`src/rtl/ldst_fmt_pkg.sv`:
```
package ldst_fmt_pkg;

    localparam int BEAT_W  = 64;
    localparam int LANES   = BEAT_W / 8;
    localparam int OFF_W   = $clog2(LANES);
    localparam int VREG_W  = 2 * BEAT_W;

    typedef enum logic [2:0] {
        SZ_BYTE = 3'd0,
        SZ_HALF = 3'd1,
        SZ_WORD = 3'd2,
        SZ_DBL  = 3'd3,
        SZ_QUAD = 3'd4
    } size_e;

    typedef struct packed {
        logic [2:0] size;
        logic       sgn;
        logic       x32;
        logic       vec;
        logic       ld;
    } xfer_ctl_t;

    typedef enum logic [1:0] {
        ST_IDLE,
        ST_LO,
        ST_HI
    } xfer_state_e;

    // unshifted lane mask for one beat of the given size
    function automatic logic [LANES-1:0] size_lanes(input logic [2:0] size);
        logic [LANES-1:0] m;
        case (size)
            SZ_BYTE: m = LANES'(8'h01);
            SZ_HALF: m = LANES'(8'h03);
            SZ_WORD: m = LANES'(8'h0F);
            default: m = '1;
        endcase
        return m;
    endfunction

    // expand a lane mask into a bit mask over the beat
    function automatic logic [BEAT_W-1:0] lanes_to_bits(input logic [LANES-1:0] m);
        logic [BEAT_W-1:0] b;
        for (int i = 0; i < LANES; i++) begin
            b[i*8 +: 8] = {8{m[i]}};
        end
        return b;
    endfunction

    // address bits that must be zero for a naturally aligned access
    function automatic logic [OFF_W-1:0] align_bits(input logic [2:0] size);
        case (size)
            SZ_BYTE: return OFF_W'(0);
            SZ_HALF: return OFF_W'(1);
            SZ_WORD: return OFF_W'(3);
            default: return OFF_W'(7);
        endcase
    endfunction

    function automatic int size_bytes(input logic [2:0] size);
        case (size)
            SZ_BYTE: return 1;
            SZ_HALF: return 2;
            SZ_WORD: return 4;
            default: return 8;
        endcase
    endfunction

endpackage

```
`src/rtl/ldst_req_check.sv`:
```
module ldst_req_check
    import ldst_fmt_pkg::*;
(
    input  xfer_ctl_t ctl,
    output logic      illegal
);
    logic bad_code;
    logic quad_int;
    logic x32_dbl;

    always_comb begin
        bad_code = (ctl.size > SZ_QUAD);
        quad_int = (ctl.size == SZ_QUAD) && !ctl.vec;
        x32_dbl  = !ctl.vec && ctl.sgn && ctl.x32 && (ctl.size == SZ_DBL);
        illegal  = bad_code || quad_int || x32_dbl;
    end
endmodule

```
`src/rtl/ldst_store_lanes.sv`:
```
module ldst_store_lanes
    import ldst_fmt_pkg::*;
(
    input  xfer_ctl_t          ctl,
    input  logic [OFF_W-1:0]   off,
    input  logic               hi_beat,
    input  logic [VREG_W-1:0]  src,
    output logic [LANES-1:0]   be,
    output logic [BEAT_W-1:0]  wdata
);
    logic [OFF_W-1:0]  eff_off;
    logic [LANES-1:0]  keep;
    logic [BEAT_W-1:0] half;
    logic [BEAT_W-1:0] trimmed;

    always_comb begin
        eff_off = (ctl.size == SZ_QUAD) ? '0 : off;
        keep    = size_lanes(ctl.size);
        half    = hi_beat ? src[VREG_W-1:BEAT_W] : src[BEAT_W-1:0];
        trimmed = half & lanes_to_bits(keep);
        be      = keep << eff_off;
        wdata   = trimmed << {eff_off, 3'b000};
    end
endmodule

```
`src/rtl/ldst_load_extend.sv`:
```
module ldst_load_extend
    import ldst_fmt_pkg::*;
(
    input  xfer_ctl_t          ctl,
    input  logic [OFF_W-1:0]   off,
    input  logic [BEAT_W-1:0]  beat,
    output logic [BEAT_W-1:0]  value
);
    logic [BEAT_W-1:0] raw;
    logic              sx;

    always_comb begin
        raw = beat >> {off, 3'b000};
        sx  = ctl.sgn && !ctl.vec;
        case (ctl.size)
            SZ_BYTE: value = {{(BEAT_W-8){sx & raw[7]}},   raw[7:0]};
            SZ_HALF: value = {{(BEAT_W-16){sx & raw[15]}}, raw[15:0]};
            SZ_WORD: value = {{(BEAT_W-32){sx & raw[31]}}, raw[31:0]};
            default: value = raw;
        endcase
        if (sx && ctl.x32) begin
            value[BEAT_W-1:32] = '0;
        end
    end
endmodule

```
`src/rtl/ldst_fmt_unit.sv`:
```
module ldst_fmt_unit
    import ldst_fmt_pkg::*;
#(
    parameter int AW = 32
) (
    input  logic              clk,
    input  logic              rst,
    input  logic              req_valid,
    output logic              req_ready,
    input  logic [2:0]        req_size,
    input  logic              req_signed,
    input  logic              req_ext32,
    input  logic              req_vec,
    input  logic              req_load,
    input  logic [AW-1:0]     req_addr,
    input  logic [127:0]      req_wdata,
    output logic              mem_valid,
    input  logic              mem_ready,
    output logic              mem_we,
    output logic [AW-1:0]     mem_addr,
    output logic [7:0]        mem_be,
    output logic [63:0]       mem_wdata,
    input  logic [63:0]       mem_rdata,
    output logic              done,
    output logic              err,
    output logic [127:0]      rdata
);
    localparam logic [AW-1:0] HI_STEP = AW'(LANES);

    xfer_state_e        state;
    xfer_ctl_t          ctl_in;
    xfer_ctl_t          ctl_q;
    logic [AW-1:0]      addr_q;
    logic [VREG_W-1:0]  wsrc_q;
    logic [BEAT_W-1:0]  lo_q;
    logic [VREG_W-1:0]  rdata_q;
    logic               done_q;
    logic               err_q;
    logic               illegal_in;
    logic               accept;
    logic               hi_beat;
    logic [BEAT_W-1:0]  ext_val;

    assign ctl_in = '{size: req_size, sgn: req_signed, x32: req_ext32,
                      vec: req_vec, ld: req_load};

    ldst_req_check u_check (
        .ctl     (ctl_in),
        .illegal (illegal_in)
    );

    assign hi_beat   = (state == ST_HI);
    assign req_ready = (state == ST_IDLE);
    assign accept    = req_valid && req_ready;
    assign mem_valid = (state != ST_IDLE);
    assign mem_we    = !ctl_q.ld;
    assign mem_addr  = hi_beat ? addr_q + HI_STEP : addr_q;

    ldst_store_lanes u_store (
        .ctl     (ctl_q),
        .off     (addr_q[OFF_W-1:0]),
        .hi_beat (hi_beat),
        .src     (wsrc_q),
        .be      (mem_be),
        .wdata   (mem_wdata)
    );

    ldst_load_extend u_load (
        .ctl   (ctl_q),
        .off   (addr_q[OFF_W-1:0]),
        .beat  (mem_rdata),
        .value (ext_val)
    );

    always_ff @(posedge clk) begin
        if (rst) begin
            state   <= ST_IDLE;
            ctl_q   <= '0;
            addr_q  <= '0;
            wsrc_q  <= '0;
            lo_q    <= '0;
            rdata_q <= '0;
            done_q  <= 1'b0;
            err_q   <= 1'b0;
        end else begin
            done_q <= 1'b0;
            err_q  <= 1'b0;
            case (state)
                ST_IDLE: begin
                    if (accept) begin
                        ctl_q  <= ctl_in;
                        addr_q <= req_addr;
                        wsrc_q <= req_wdata;
                        if (illegal_in) begin
                            done_q <= 1'b1;
                            err_q  <= 1'b1;
                        end else begin
                            state <= ST_LO;
                        end
                    end
                end
                ST_LO: begin
                    if (mem_ready) begin
                        if (ctl_q.size == SZ_QUAD) begin
                            lo_q  <= mem_rdata;
                            state <= ST_HI;
                        end else begin
                            state  <= ST_IDLE;
                            done_q <= 1'b1;
                            if (ctl_q.ld) begin
                                rdata_q <= {{(VREG_W-BEAT_W){1'b0}}, ext_val};
                            end
                        end
                    end
                end
                ST_HI: begin
                    if (mem_ready) begin
                        state  <= ST_IDLE;
                        done_q <= 1'b1;
                        if (ctl_q.ld) begin
                            rdata_q <= {mem_rdata, lo_q};
                        end
                    end
                end
                default: state <= ST_IDLE;
            endcase
        end
    end

    assign done  = done_q;
    assign err   = err_q;
    assign rdata = rdata_q;

    logic aligned_beat;
    assign aligned_beat = (mem_addr[OFF_W-1:0] & align_bits(ctl_q.size)) == '0;

    AST_IDLE_NO_BEAT: assert property (@(posedge clk) disable iff (rst)
        req_ready |-> !mem_valid);
    AST_DONE_AFTER_BEAT: assert property (@(posedge clk) disable iff (rst)
        (done && !err) |-> $past(mem_valid && mem_ready));
    AST_ERR_WITH_DONE: assert property (@(posedge clk) disable iff (rst)
        err |-> (done && !mem_valid));
    AST_NO_BEAT_ILLEGAL: assert property (@(posedge clk) disable iff (rst)
        $rose(mem_valid) |-> $past(!illegal_in));
    AST_BEAT_HOLD: assert property (@(posedge clk) disable iff (rst)
        (mem_valid && !mem_ready) |=> (mem_valid && $stable(mem_addr)
            && $stable(mem_be) && $stable(mem_wdata)));
    AST_HI_BEAT_ADDR: assert property (@(posedge clk) disable iff (rst)
        (mem_valid && mem_ready && !hi_beat && ctl_q.size == SZ_QUAD)
            |=> (mem_valid && mem_addr == $past(mem_addr) + HI_STEP));
    AST_LANE_COUNT: assert property (@(posedge clk) disable iff (rst)
        (mem_valid && aligned_beat)
            |-> ($countones(mem_be) == size_bytes(ctl_q.size)));
endmodule

```
`config.mk`:
```
export PLATFORM = sky130hd
export DESIGN_NAME = ldst_fmt_unit
export DESIGN_NICKNAME = d
export VERILOG_FILES = /design/src/rtl/ldst_fmt_pkg.sv /design/src/rtl/ldst_req_check.sv /design/src/rtl/ldst_store_lanes.sv /design/src/rtl/ldst_load_extend.sv /design/src/rtl/ldst_fmt_unit.sv
export SDC_FILE = /design/constraint.sdc
export NUM_CORES = 1
export LEC_CHECK = 0
export BUFFER_PORTS_ARGS = -buffer_cell sky130_fd_sc_hd__buf_2
export CAP_MARGIN = 20
export CELL_PAD_IN_SITES_DETAIL_PLACEMENT = 0
export CELL_PAD_IN_SITES_GLOBAL_PLACEMENT = 1
export CORE_MARGIN = 8
export CORE_UTILIZATION = 39
export DETAILED_ROUTE_END_ITERATION = 10
export PLACE_DENSITY = 0.88
export SYNTH_ARGS = -nofsm -noshare
export SYNTH_HDL_FRONTEND = slang
export SYNTH_SLANG_ARGS = --single-unit
```
`constraint.sdc`:
```
create_clock -name clk -period 2.49 [get_ports clk]
set_input_delay 0.3735 -clock clk [delete_from_list [all_inputs] [get_ports clk]]
set_output_delay 0.3735 -clock clk [all_outputs]
set_load 0.1 [all_outputs]
```
# == After elaboration in Yosys (flattened, before gate mapping) ==
# Cells that the tools add are included.
# classes
muxes,24
order_cmp,1
addsub,1
reduce_logical,21
bitwise_logic,5
eq_ne,14
n_shift,3
# op_table
operator,count
two-way mux 128 bit,5
case mux 128 bit (2 select lines),1
case mux 64 bit (3 select lines),1
AND 64 bit,1
two-way mux 32 bit,2
two-way mux 64 bit,1
left shift 64 x 6 -> 64 bit,1
right shift 64 x 6 -> 64 bit,1
"adder 32 x 4 -> 32 bit, second input constant",1
case mux 8 bit (3 select lines),1
"!= test 2 bit, second input constant",6
two-way mux 2 bit,5
left shift 8 x 3 -> 8 bit,1
logical AND 1 bit,7
"equality test 3 x 2 -> 1 bit, second input constant",2
"equality test 3 bit, second input constant",2
case mux 2 bit (3 select lines),1
AND reduction 6 bit,1
two-way mux 1 bit,5
AND reduction 4 bit,1
nonzero test 2 bit,2
AND 1 bit,3
"equality test 3 x 1 -> 1 bit, second input constant",1
"> comparator 3 bit, second input constant",1
other kinds (13),16
# totals
elab_cells,81
inputBits,235
register_bits,363
out_inout_bits,237

# == Depth between registers and ports, before layout ==
# Gate-level depths: netlist of the first run.
# depth
depth_word,9
ltp_mapped,9
mapped_depth_nobuf,5

# == Cells and area by module ==
# From an unflattened synthesis of the first run, not the netlist that was laid out.
# hier_totals
cells_unflattened,2320
hier_area_um2,18549.0
# modules_own_cells
module,seq_area_each_um2,instances,area_each_um2,cells_per_inst
ldst_fmt_unit,7267.0,1,13595.5,1554
ldst_store_lanes,0.0,1,2618.8,408
ldst_load_extend,0.0,1,2316.0,355
ldst_req_check,0.0,1,18.8,3

# == Least setup slack after synthesis of the first run ==
# Ideal clock, no wire load.
# synth_timing
path_type,register to output
start,register addr_q[0]
end,output mem_wdata[24]
t_arrival_ns,3.788
path_buffers,4
t_required_ns,2.117
setup_slack_ns,-1.672
stages_incl_launch_ff,10
path_cell_list,dfxtp_1 > buf_4 > buf_4 > o21ai_0 > buf_2 > nand2_1 > buf_2 > o22ai_1 > nor2_1 > a211oi_1
# synth_between
elab_chain_len,2
# synth_rtl
item,line,text
from (decl),ldst_fmt_unit.sv:33,logic [AW-1:0] addr_q;
from (signal assigned),ldst_fmt_unit.sv:92,addr_q <= req_addr;
two-way mux 3 bit,ldst_store_lanes.sv:17,eff_off = (ctl.size == SZ_QUAD) ? '0 : off;
left shift 64 x 6 -> 64 bit,ldst_store_lanes.sv:22,"wdata = trimmed << {eff_off, 3'b000};"
to (decl),ldst_fmt_unit.sv:22,"output logic [63:0] mem_wdata,"
# Every way passes these cells.

# == Final worst setup path of the first run ==
# layout_timing
start,register ctl_q[5] (netlist name)
end,output mem_wdata[58]
# layout_between
elab_chain_len,4
word_cells_on_any_way,8
cone_classes,eq/ne (3); shift (1); mux (2); bitwise (1); reduce/logical (1)
# layout_rtl
item,line,text
from (decl),ldst_fmt_unit.sv:32,xfer_ctl_t ctl_q;
from (signal assigned),ldst_fmt_unit.sv:91,ctl_q <= ctl_in;
equality test 3 x 2 -> 1 bit (tied with other cells),ldst_fmt_pkg.sv:33,case (size)
case mux 8 bit (3 select lines),ldst_fmt_pkg.sv:33,
AND 64 bit,ldst_store_lanes.sv:20,trimmed = half & lanes_to_bits(keep);
left shift 64 x 6 -> 64 bit *,ldst_store_lanes.sv:22,
# Every way passes the cells marked *; elsewhere a longest branch is shown, timed or not.

==> results.md, run 1 <==
- Status: complete, but fails checks
- Violated checks: setup timing
- Number of antenna violations at the first check in global routing: 7
- Classification of the worst setup path: flop to output pin
- Share of the core filled with cells in the final layout: 62.49%
- Total Nets Final: 3150
- Total number of placement rows: 79
- Sequential cell fraction of total power: around 37%
- Top FF cell, synth: dfxtp_1
- Data required time at the worst endpoint: 2.12 ns
- Final clock skew: roughly 0.028 ns
- Detailed-route wire length per cell: 23.92 um
- IR Drop Worst-Case VDD: just over 400 uV
- Final cycle utilization of the critical path: 123.0%
- Filler Cell Count: just under 4000
- Count of buffer and inverter cells on the critical path: 4
- Cell family with the largest share of critical-path delay: compound AO/OA/AOI/OAI gates
- Power density normalized to cell area: 573.1 nW/um2
- Arr. time, crit path: 2.69 ns
- Synthesis-to-layout area growth: 59.37%
- Largest fanout of any net on the critical path: 16
- Total via count after detailed routing: 20810
- Area of all placed cells without fillers: 28910 um2
- Largest cells by area after synthesis: dfxtp_1, nand2_1, a21oi_1
- Warning count from the yosys run: 0
- HPWL after detailed placement: 61130 um
- Max-slew violation count: 0
- Post-placement cell count: approximately 3400
- Min cycle time layout: 3.063 ns
- Chip width: 231.7 um
- Relative contribution of the clock network to total power: approximately 36%
- Max-Cap Viols: 0
- Number of flip-flops and latches in the synthesized netlist: 363
- Number of buffers inserted for hold repair after clock tree synthesis: 0
- Clock buffer count from CTS: 43
- Internal portion of total power: 11.09 mW
- Clock latency reported for the late side of the worst-skew pair: 0.59 ns
- Gr usage total: 29.41%
- Buffers on Ports: approximately 470
- Initial DRC count: 2416
- Worst slew margin relative to its limit: approximately a third
- Largest net degree at the start of global routing: between 150 and 200
- I/O pins: between 400 and 500
- Antenna viol nets, final: 0
- CTS max path bufs: 3
- Final setup violation count: 94
- Most used cells in the layout excluding fill and tap cells: nand2_1, buf_2, dfxtp_1, a21oi_1, buf_4
- Clk slew on worst S/H paths: 0.06 ns
- Most area-hungry cell type in the Yosys netlist: dfxtp_1
- Proportion of layout cells with a drive suffix above 1: 39.80%
- Count of mapped cells out of synthesis: 2333
- Router iterations before antenna repair: 6
- CTS Root Buffer Type: clkbuf_16
- Timing-limited maximum frequency: roughly 330 MHz
- Post-Syn Nets: about 2600
- Remaining design rule violation count: 0
- CP Cell Sequence: buf_4 > buf_6 > a21o_1 > nand2_4 > o22ai_4 > a211oi_1 > buf_4 > a21oi_4 > buf_12
- Final sum of negative setup slack: -35.47 ns
- Number of endpoints with negative hold slack in the final report: 0
- Clock H-tree levels: 2
- Share of Yosys cell area claimed by the top area cell type: 40.06%
- Smallest setup slack after layout: -0.5725 ns
- Share of power burned in combinational logic: 26.4%
- Critical-path cell with the highest stage delay: o22ai_4
- Syn Std Cell Area: 18140 um2
- Area of the die: between 50000 and 60000 um2
- Aggregate global routing overflow: 0
- Switching power as a share of total power: 33.08%
- Layout Cells excl Fill: 3556
- HP Class: input port to flop
- Setup repair after global routing missed its margin: yes
- Total routed wirelength: 85040 um
- Placed Area: about 25000 um2
- EDFF count, synth: 0
- Net switching power of the design: approximately 5.5 mW
- Placeable core region: about 46000 um2
- Clock tree from TritonCTS: done
- Mean Syn Cell Area: 7.775 um2
- Count of unique library cells instantiated by Yosys: 62
- Chip height: about 230 um
- Cell repeated most along the worst path: buf_4
- Number of global-route vias before repair: slightly below 20000
- Transition time at the pin with the least slew margin: 0.9968 ns
- Clock tree sinks: 363
- Endpoint class of the critical path: output pin
- Total design power: 16.57 mW
- Share of synthesized flip-flops with an asynchronous set or reset: 0%
- Leakage dissipation: 11.35 nW
- Wire length of the first global-routing pass: 123100 um
- Most common library cell in the layout ignoring fill and taps: nand2_1
- Post-DR vias/cell: 5.852
- Launching element type of the critical path: flop
- Initial cell density of the core: roughly two fifths
- Largest stage delay, worst path: 0.34 ns
- Fraction of the yosys area taken by sequential cells: approximately two fifths
- RePlAce Congestion: 1.008
[stage by stage]
| stage | hold slack, ns | setup WS [ns] |
|---|---|---|
| floorplan | 0.4318 | -0.5754 |
| global placement | 0.4370 | -0.3117 |
| detailed placement | 0.4418 | -0.3200 |
| CTS | 0.003988 | -0.5296 |
| global route | 0.01003 | -0.6429 |
| finish | 0.02674 | -0.5725 |
[final timing paths]
check | start | to | slack [ns] | depth (start not counted)
setup reg to reg | addr_q[0]$_SDFFE_PP0P_ | rdata[14]$_SDFFE_PP0P_ | 0.03 | 10
hold / removal | req_addr[0] | addr_q[0]$_SDFFE_PP0P_ | 0.03 | 3
hold reg to reg | lo_q[63]$_SDFFE_PP0P_ | lo_q[63]$_SDFFE_PP0P_ | 0.45 | 2
setup / recovery | ctl_q[5]$_SDFFE_PP0P_ | mem_wdata[58] | -0.57 | 9
[registers in the layout (all words and copies together) (netlist names)]
| signal | flops |
|---|---|
| done | 1 |
| ctl_q | 7 |
| rdata | 128 |
| err | 1 |
| lo_q | 64 |
| wsrc_q | 128 |
| state | 2 |
| addr_q | 32 |
[Yosys cell counts, types with 13 or more instances]
library cell    n
a22oi_1        76
o22ai_1        80
a2bb2oi_1      20
nand3_1        19
o21ai_0        92
a21oi_1       316
mux2i_1       112
nand2_1       588
o221ai_1       13
and3_1         44
buf_2          50
mux4_2         18
nor2_1        137
dfxtp_1       363
nor2b_1        16
clkbuf_1      131
xnor2_1        25
buf_4          17
a211oi_1       34
and2_1         14
[worst register-to-register path, stage by stage, from the launching register on]
cell       delay (ns)
dfxtp_4          0.38
buf_8            0.15
buf_8            0.14
clkbuf_16        0.17
nor2b_1          0.15
buf_4            0.17
a2bb2oi_1        0.38
buf_4            0.18
nor2_1           0.03
o21ba_2          0.23
or3_1            0.37
[layout make-up]
type                            instances  area (um2)  share of cell area (%)
Inverter                               10       45.04                  0.1558
Multi-Input combinational cell       1752       12800                   44.28
Sequential cell                       363        7284                   25.20
Clock inverter                         14       98.84                  0.3419
Tap cell                              607       759.5                   2.627
Antenna cell                            7       17.52                 0.06060
Clock buffer                           59        1236                   4.276
Timing Repair Buffer                  744        6666                   23.06
[power by group through the flow]
stage | clock [mW] | combinational (mW) | sequential [mW]
final | 6.03 | 4.37 | 6.16
after global routing | 6.36 | 4.53 | 6.18
after CTS | 6.12 | 4.09 | 6.15
after detailed placement | 0 | 3.92 | 6.25
after global placement | 0 | 3.89 | 6.24
after floorplan | 0 | 2.30 | 6.29
[layer usage]
layer | global-route usage (%) | up-vias | share of wire [%]
met4 | 13.36 | 4 | 5.0
met1 | 38.35 | 9971 | 39
li1 | - | 9412 | -
met5 | 0 | - | 0.032
met2 | 45.65 | 1197 | 46
met3 | 7.189 | 226 | 10
[repair_timing]
action / 4_1_cts / 5_1_grt
setup endpoints to repair: 114 / 144
cloned: 4 / 7
setup buffers: 20 / 48
pin swaps: 42 / 67
resized for setup: 201 / 163
[cell families after synthesis]
| logic type | synth area share, % |
|---|---|
| AO/OA/AOI/OAI | 24.14 |
| XOR/XNOR | 1.352 |
| adder cells (fa/ha/maj) | 0.06897 |
| buffers and inverters | 5.422 |
| flip-flops | 40.06 |
| multiplexers | 8.726 |
| AND/OR/NAND/NOR | 20.23 |
(Power assumes the default switching activity.)
==> inputs of run 2 (changes only) <==
--- a/config.mk
+++ b/config.mk
@@ -13,6 +13,7 @@
 export CORE_UTILIZATION = 39
 export DETAILED_ROUTE_END_ITERATION = 10
 export PLACE_DENSITY = 0.88
+export SKIP_CTS_REPAIR_TIMING = 1
 export SYNTH_ARGS = -nofsm -noshare
 export SYNTH_HDL_FRONTEND = slang
 export SYNTH_SLANG_ARGS = --single-unit
==> run 2 against run 1 <==
  * The flow still finishes with violations (setup timing)
  * First-iteration DRC count down 3.9%
  * Fmax grew 0.79%
  * Critical path type unchanged
  * Global-route usage decreased by 0.68 points
  * Register-to-register slack gained 0.02 ns
  * Worst hold slack lost 0.00082 ns
  * Clock power is essentially flat
  * Largest cell class unchanged
==> results.md, run 2 (synthesized netlist as in run 1, its figures left out) <==
- Status: complete, but fails checks
- Violated checks: setup timing
- Timing-limited maximum frequency: 329.1 MHz (+0.79%)
- Clock buffer count from CTS: 43 (unchanged)
- Share of power burned in combinational logic: 25.6% (-0.8 points)
- Synthesis-to-layout area growth: 54.49%
- Endpoint class of the critical path: output pin
- Launching element type of the critical path: flop
- HP Class: input port to flop
- Wire length of the first global-routing pass: 120000 um (-2.6%)
- Aggregate global routing overflow: 0 (unchanged)
- Setup repair after global routing missed its margin: yes
- Classification of the worst setup path: flop to output pin
- CTS max path bufs: 3 (unchanged)
- Internal portion of total power: 10.98 mW (-0.97%)
- Total routed wirelength: 83050 um (-2.3%)
- Area of all placed cells without fillers: 28020 um2 (-3.1%)
- Sequential cell fraction of total power: 37.6% (+0.4 points)
- Worst slew margin relative to its limit: 33.72% (+0.17 points)
- Final clock skew: 0.02659 ns (-0.001365 ns)
- Initial DRC count: 2322 (-3.9%)
- Chip width: 231.7 um (unchanged)
- Max-Cap Viols: 0 (unchanged)
- HPWL after detailed placement: 61130 um (unchanged)
- Final setup violation count: 92 (-2.1%)
- Chip height: 231.7 um (unchanged)
- Total number of placement rows: 79 (unchanged)
- Transition time at the pin with the least slew margin: 0.9817 ns (-0.01506 ns)
- Remaining design rule violation count: 0 (unchanged)
- Final cycle utilization of the critical path: 122.0% (-0.96 points)
- Total Nets Final: 3114 (-1.1%)
- Total area of sequential cells: 7287 um2 (about the same)
- Initial cell density of the core: 39.21% (unchanged)
- Proportion of layout cells with a drive suffix above 1: 38.40% (-1.4 points)
- Leakage dissipation: 10.97 nW (-3.4%)
- Largest net degree at the start of global routing: 172 (unchanged)
- Total via count after detailed routing: 20330 (-2.3%)
- IR Drop Worst-Case VDD: 428.0 uV (+3.0%)
- Clock tree sinks: 363 (unchanged)
- Filler Cell Count: 3970 (+2.2%)
- Min cycle time layout: 3.039 ns (-0.02393 ns)
- Clk slew on worst S/H paths: 0.06 ns (about the same)
- Placed Area: 25130 um2 (unchanged)
- Power density normalized to cell area: 584.6 nW/um2 (+2.0%)
- CTS Root Buffer Type: clkbuf_16
- Number of endpoints with negative hold slack in the final report: 0 (unchanged)
- Post-DR vias/cell: 5.776 (-1.3%)
- Largest fanout of any net on the critical path: 5 (-11)
- Detailed-route wire length per cell: 23.59 um (-1.3%)
- Placeable core region: 46260 um2 (unchanged)
- Share of the core filled with cells in the final layout: 60.58% (-1.9 points)
- Antenna viol nets, final: 0 (unchanged)
- Most common library cell in the layout ignoring fill and taps: nand2_1
- Number of global-route vias before repair: 19480 (-1.9%)
- Area occupied by multi-input gates: 12460 um2 (-2.7%)
- Switching power as a share of total power: 32.99% (-0.092 points)
- Data required time at the worst endpoint: 2.12 ns (about the same)
- Number of antenna violations at the first check in global routing: 8 (+1)
- Max-slew violation count: 0 (unchanged)
- Most used cells in the layout excluding fill and tap cells: nand2_1, buf_2, dfxtp_1, a21oi_1, buf_4
- Gr usage total: 28.74% (-0.68 points)
- Buffers on Ports: 471 (unchanged)
- Arr. time, crit path: 2.67 ns (-0.02 ns)
- Clock H-tree levels: 2 (unchanged)
- Relative contribution of the clock network to total power: 36.8% (+0.4 points)
- Area of the die: 53670 um2 (unchanged)
- I/O pins: 472 (unchanged)
- Net switching power of the design: 5.404 mW (-1.4%)
- Smallest setup slack after layout: -0.5486 ns (+0.02393 ns)
- Clock tree from TritonCTS: done
- RePlAce Congestion: 1.008 (unchanged)
- Clock latency reported for the late side of the worst-skew pair: 0.59 ns (about the same)
- Router iterations before antenna repair: 6 (unchanged)
-- run 2: cell count changes in the layout (fill, tap and decap cells not counted), sizes merged --
| cell | before | now |
|---|---|---|
| buf | 740 | 710 |
| nand2 | 590 | 589 |
| clkbuf | 63 | 59 |
| nor2 | 141 | 140 |
-- run 2: final timing paths --
| check | startpoint | end | slack [ns] | depth (start not counted) |
|---|---|---|---|---|
| worst max register to register | addr_q[1]$_SDFFE_PP0P_ | rdata[9]$_SDFFE_PP0P_ | 0.05 | 7 |
| worst max-delay path | ctl_q[4]$_SDFFE_PP0P_ | mem_wdata[55] | -0.55 | 7 |
| worst min-delay path | req_addr[0] | addr_q[0]$_SDFFE_PP0P_ | 0.03 | 3 |
| worst min register to register | lo_q[34]$_SDFFE_PP0P_ | lo_q[34]$_SDFFE_PP0P_ | 0.45 | 2 |
-- run 2: per-stage QoR --
step / setup WS, ns / hold slack, ns / std cells / setup TNS [ns] / power (mW)
3_5_place_dp: -0.3200 / 0.4418 / 3403 / -4.430 / 10.16
2_1_floorplan: -0.5754 / 0.4318 / 2333 / -5.647 / 8.593
5_1_grt: -0.6535 / 0.01176 / 3519 / -42.34 / 16.90
6_report: -0.5486 / 0.02593 / 3520 / -34.10 / 16.38
3_3_place_gp: -0.3117 / 0.4370 / 3403 / -3.387 / 10.12
4_1_cts: -0.9457 / 0.004016 / 3476 / -50.57 / 16.17
-- run 2: routing by layer --
metal,global-route usage (%),wire length (um)
met5,0,27
met3,7.483,8079
met1,37.48,33240
met2,43.71,37270
met4,14.18,4437
-- run 2: final cells by class --
cell class / instances / area share [%]
antenna: 7 / 0.06251
clock buffer: 59 / 4.411
clock inverter: 14 / 0.3527
inverter: 10 / 0.1607
tap: 607 / 2.710
multi-input combinational: 1750 / 44.45
timing repair buffer: 710 / 21.85
sequential: 363 / 26.00
-- run 2: worst max-delay path: stages, from the launching register on --
cell and delay [ns]:
dfxtp_2 0.32, or3b_4 0.45, nand2_4 0.11, mux4_2 0.54, a221oi_2 0.25, buf_4 0.18
a21oi_4 0.04, buf_12 0.19
-- run 2: power groups by stage --
stage / Sequential (mW) / Combinational (mW) / Clock (mW)
3_5_place_dp: 6.25 / 3.92 / 0
6_report: 6.15 / 4.19 / 6.03
3_3_place_gp: 6.24 / 3.89 / 0
4_1_cts: 6.12 / 3.93 / 6.12
5_1_grt: 6.17 / 4.36 / 6.37
2_1_floorplan: 6.29 / 2.30 / 0
